`config.mk`:
```
export PLATFORM = sky130hd
export DESIGN_NAME = start_fail_alarm
export DESIGN_NICKNAME = d
export VERILOG_FILES = /design/src/rtl/start_fail_pkg.sv /design/src/rtl/sfa_timer.sv /design/src/rtl/sfa_latch.sv /design/src/rtl/start_fail_alarm.sv
export SDC_FILE = /design/constraint.sdc
export NUM_CORES = 1
export LEC_CHECK = 0
export BUFFER_PORTS_ARGS = -buffer_cell sky130_fd_sc_hd__buf_2
export CAP_MARGIN = 20
export CORE_AREA = 4 4 43 45
export CTS_BUF_LIST = sky130_fd_sc_hd__clkbuf_16
export DETAILED_ROUTE_END_ITERATION = 16
export DIE_AREA = 0 0 47 49
export PLACE_DENSITY = 0.83
export SLEW_MARGIN = 10
export SYNTH_ARGS = -nofsm -noshare
export SYNTH_HDL_FRONTEND = slang
export SYNTH_SLANG_ARGS = --single-unit
```
`constraint.sdc`:
```
create_clock -name clk_i -period 2.9 [get_ports clk_i]
set_clock_uncertainty 0.1 [all_clocks]
set_input_delay 0.29 -clock clk_i [delete_from_list [all_inputs] [get_ports clk_i]]
set_output_delay 0.29 -clock clk_i [all_outputs]
set_load 0.02 [all_outputs]
```
`src/rtl/start_fail_pkg.sv`:
```
package start_fail_pkg;
  // Counter width needed to hold values 0..limit
  function automatic int unsigned cnt_width(input int unsigned limit);
    int unsigned w;
    w = 1;
    while ((1 << w) <= limit) w++;
    return w;
  endfunction
endpackage

```
`src/rtl/sfa_timer.sv`:
```
module sfa_timer #(
  parameter int unsigned LIMIT = 50,
  parameter int unsigned CNT_W = start_fail_pkg::cnt_width(LIMIT)
) (
  input  logic clk_i,
  input  logic rst_ni,
  input  logic run_i,
  input  logic tick_i,
  output logic hit_o
);
  localparam logic [CNT_W-1:0] LastVal = CNT_W'(LIMIT - 1);
  localparam logic [CNT_W-1:0] TopVal  = CNT_W'(LIMIT);

  logic [CNT_W-1:0] cnt_q;

  // Set pulse: the tick that completes the timeout
  assign hit_o = run_i && tick_i && (cnt_q == LastVal);

  always_ff @(posedge clk_i or negedge rst_ni) begin
    if (!rst_ni) begin
      cnt_q <= '0;
    end else if (!run_i) begin
      cnt_q <= '0;
    end else if (tick_i && (cnt_q != TopVal)) begin
      cnt_q <= cnt_q + 1'b1;
    end
  end
endmodule

```
`src/rtl/sfa_latch.sv`:
```
module sfa_latch (
  input  logic clk_i,
  input  logic rst_ni,
  input  logic set_i,
  input  logic clr_i,
  output logic q_o
);
  always_ff @(posedge clk_i or negedge rst_ni) begin
    if (!rst_ni)     q_o <= 1'b0;
    else if (clr_i)  q_o <= 1'b0;  // feedback wins
    else if (set_i)  q_o <= 1'b1;
  end
endmodule

```
`src/rtl/start_fail_alarm.sv`:
```
module start_fail_alarm #(
  parameter int unsigned N_PUMPS       = 2,
  parameter int unsigned TIMEOUT_TICKS = 50
) (
  input  logic               clk_i,
  input  logic               rst_ni,
  input  logic               tick_i,
  input  logic [N_PUMPS-1:0] cmd_i,
  input  logic [N_PUMPS-1:0] fb_i,
  output logic [N_PUMPS-1:0] alarm_o
);
  localparam int unsigned CntW = start_fail_pkg::cnt_width(TIMEOUT_TICKS);

  logic [N_PUMPS-1:0] run_w;
  logic [N_PUMPS-1:0] hit_w;

  for (genvar p = 0; p < N_PUMPS; p++) begin : g_pump
    assign run_w[p] = cmd_i[p] && !fb_i[p];

    sfa_timer #(
      .LIMIT (TIMEOUT_TICKS),
      .CNT_W (CntW)
    ) u_timer (
      .clk_i  (clk_i),
      .rst_ni (rst_ni),
      .run_i  (run_w[p]),
      .tick_i (tick_i),
      .hit_o  (hit_w[p])
    );

    sfa_latch u_latch (
      .clk_i  (clk_i),
      .rst_ni (rst_ni),
      .set_i  (hit_w[p]),
      .clr_i  (fb_i[p]),
      .q_o    (alarm_o[p])
    );
  end
endmodule

```
==> results.py <==
metrics = {
    "status": {
        "outcome": "finished clean",
    },
    "yosys": {
        "synthesis.area_um2": 866,
        "syn_inst": 88,
        "yosys_warnings": 0,
        "ys_ff_latch": 14,
        "synth_fp_nets": 101,
        "ys_seq_area_share_pct": 40.5,
        "netlist-cell-type-count": 29,
        "avgSynthCellArea_um2": 9.84,
    },
    "critical_path": {
        "critPathMaxStageDelay_ps": 520,
        "crit_chain": "inv_1 > ha_1 > or4b_1 > nand3_1",
        "crit_path_end_kind": "register",
        "crit_family": "simple AND/OR/NAND/NOR gates",
        "crit_type": "register to register",
        "slowest_stage": "or4b_1",
        "critical_path_peak_fanout": 9,
        "reg2reg_slack_ps": 1280,
        "cp-start-kind": "register",
        "required_ps": 2980,
        "cp.arrival_ps": 1700,
        "crit_buf_inv": 1,
    },
    "drt": {
        "routed_via_density": 6.27,
        "wl_per_cell_um": 15.0,
        "drc": 0,
        "num_vias": 708,
        "drt_iter0_drc": 13,
        "drtAntennaViolNets": 0,
        "wl_um": 1690,
        "dr.pass1.iters": 4,
    },
    "clock_network": {
        "clkTransAtPathRegs_ps": 50,
        "clock_latency_ps": 240,
        "max-clock-path-buffers": 2,
        "h-tree-depth": 1,
        "ctsResizeCount": 0,
        "root_buffer": "clkbuf_16",
        "post-cts-setup-buffers": 0,
        "cts_tree": "yes",
        "cts_buffers": 3,
        "cts.sinks": 14,
    },
    "sta": {
        "rsz0062_at_grt": "no",
        "fin_ws_ps": 1280,
        "timing.final.crit_share_pct": 56.0,
        "finalSetupViolCount": 0,
        "tns_ps": 0,
        "tightest_slew_ps": 310,
        "slew_violations": 0,
        "hold_violations": 0,
        "period_needed_ps": 1620,
        "max-slew-margin-rel_pct": 79.0,
        "fmaxAchievable_mhz": 616,
    },
    "die": {
        "initial_core_util_pct": 58.8,
        "die_w_um": 47,
        "coreArea_um2": 1470,
        "design.die.area_um2": 2300,
        "die_h_um": 49,
        "rows": 14,
        "io_pins": 9,
    },
    "placement": {
        "pre_cts_slack_ps": 1290,
        "place.gp.congestion": 0.830,
        "dp_hpwl_um": 1240,
        "port_buffers": 8,
    },
    "power": {
        "power.density_nw_per_um2": 510,
        "leakagePower_uw": 0.000426,
        "peakVddDrop_v": 0.000357,
    },
    "global_route": {
        "track_usage_pct": 17.1,
        "grt_pass1_vias": 714,
        "grt_pass1_wl_um": 2930,
        "antenna_found_initial": 0,
        "grt_max_degree": 20,
        "grt-ovfl-total": 0,
    },
    "final_layout": {
        "antenna_cells": 0,
        "num-nets-final": 111,
        "syn2layout_area_growth_pct": 14.3,
        "fin_util_pct": 67.3,
        "drive_above_1_share_pct": 14.4,
        "nFillCells": 123,
    },
    "run": {
        "drv_cap": 0,
    },
    "worst_hold_path": {
        "hold_path.class": "primary input to register",
    },
}
cell type report:
type | instances | area (µm²) | area share (%)
timing repair buffer | 9 | 50.0 | 5.06
tap | 16 | 20.0 | 2.02
clock inverter | 1 | 3.75 | 0.379
multi-input combinational | 65 | 472 | 47.7
sequential | 14 | 350 | 35.4
clock buffer | 3 | 75.1 | 7.59
inverter | 5 | 18.8 | 1.90
registers in the layout, summed over array words and instances (netlist names):
signal,cells
g_pump.u_latch.q_o,2
g_pump.u_timer.cnt_q,12
final timing paths:
| check | cells after the start | from | end |
|---|---|---|---|
| worst max-delay path | 4 | g_pump[1].u_timer.cnt_q[0] | g_pump[1].u_timer.cnt_q[1] |
| worst max register to register | 4 | g_pump[1].u_timer.cnt_q[0] | g_pump[1].u_timer.cnt_q[1] |
| worst min-delay path | 2 | fb_i[0] | g_pump[0].u_latch.q_o |
| min in group asynchronous | 2 | rst_ni | g_pump[0].u_timer.cnt_q[2] |
| worst min register to register | 2 | g_pump[1].u_latch.q_o | g_pump[1].u_latch.q_o |
| max in group asynchronous | 2 | rst_ni | g_pump[1].u_latch.q_o |
synthesized netlist by cell type:
cell	n	area, µm²
nor4bb_1	3	30.0
xor2_1	4	35.0
a41oi_1	2	17.5
a31oi_1	2	12.5
nand2b_1	2	12.5
nor2b_1	1	6.26
ha_1	6	75.1
a211oi_1	1	7.51
o21ai_0	3	15.0
a211o_1	1	8.76
nor2_1	8	30.0
mux2i_1	1	10.0
and4bb_2	1	12.5
and4b_1	1	10.0
nand4_1	6	37.5
a21oi_1	4	20.0
buf_2	2	10.0
and4bb_4	1	16.3
a211o_2	1	10.0
buf_4	2	15.0
o211a_1	1	10.0
nand4bb_1	1	11.3
or3_1	2	12.5
inv_1	5	18.8
dfrtp_1	14	350
nand3_1	4	20.0
nand2_1	6	22.5
o311ai_0	1	8.76
or4b_1	2	20.0
worst register-to-register path, stage by stage, from the launching register on:
cell and delay, ps:
dfrtp_1 480, inv_1 70, ha_1 310, or4b_1 530, nand3_1 80
report_power, final:
group | switching, µW | total [µW] | internal [µW] | leakage, µW
Clock | 75.5 | 257 | 182 | 0.0000385
Combinational | 23.6 | 39.7 | 16.0 | 0.000194
Sequential | 7.54 | 208 | 200 | 0.000193
timing repair:
action                                  4_1_cts  5_1_grt
endpoints found under the hold margin        14        0
hold buffers                                  1        0
endpoints found under the setup margin        0        0
cells in the final DEF (no fill, tap or decap), types with 2 or more instances in the layout:
master,netlist,routed
a21oi_1,4,4
a31oi_1,2,2
a41oi_1,2,2
buf_2,2,8
clkbuf_16,0,3
dfrtp_1,14,14
ha_1,6,6
inv_1,5,5
nand2_1,6,6
nand2b_1,2,2
nand3_1,4,4
nand4_1,6,6
nor2_1,8,8
nor4bb_1,3,3
o21ai_0,3,3
or3_1,2,2
or4b_1,2,2
xor2_1,4,4
stage by stage:
stage / hold slack, ps / total power, µW / std cells / area (µm²)
after floorplan: -106 / 233 / 88 / 866
after global placement: 103 / 247 / 108 / 901
after detailed placement: 108 / 249 / 108 / 901
after CTS: 140 / 509 / 113 / 990
after global routing: 151 / 525 / 113 / 990
final: 140 / 505 / 113 / 990
cells by family after synthesis:
group | synth area share (%)
DFF | 40.5
adders and majority gates | 8.67
and+or+nand+nor | 27.9
AOI/OAI and AO/OA | 12.7
xor gates and xnor gates | 4.05
muxes | 1.16
buffers and inverters | 5.06
layer usage:
metal / track usage (%) / vias to the layer above / wire [µm]
met1: 20.4 / 352 / 738
met3: 2.21 / 0 / 43
met4: 7.37 / 0 / 0
met5: 0 / - / 0
li1: - / 346 / -
met2: 29.2 / 10 / 907
No activity file was read; power rests on OpenSTA's default activity.
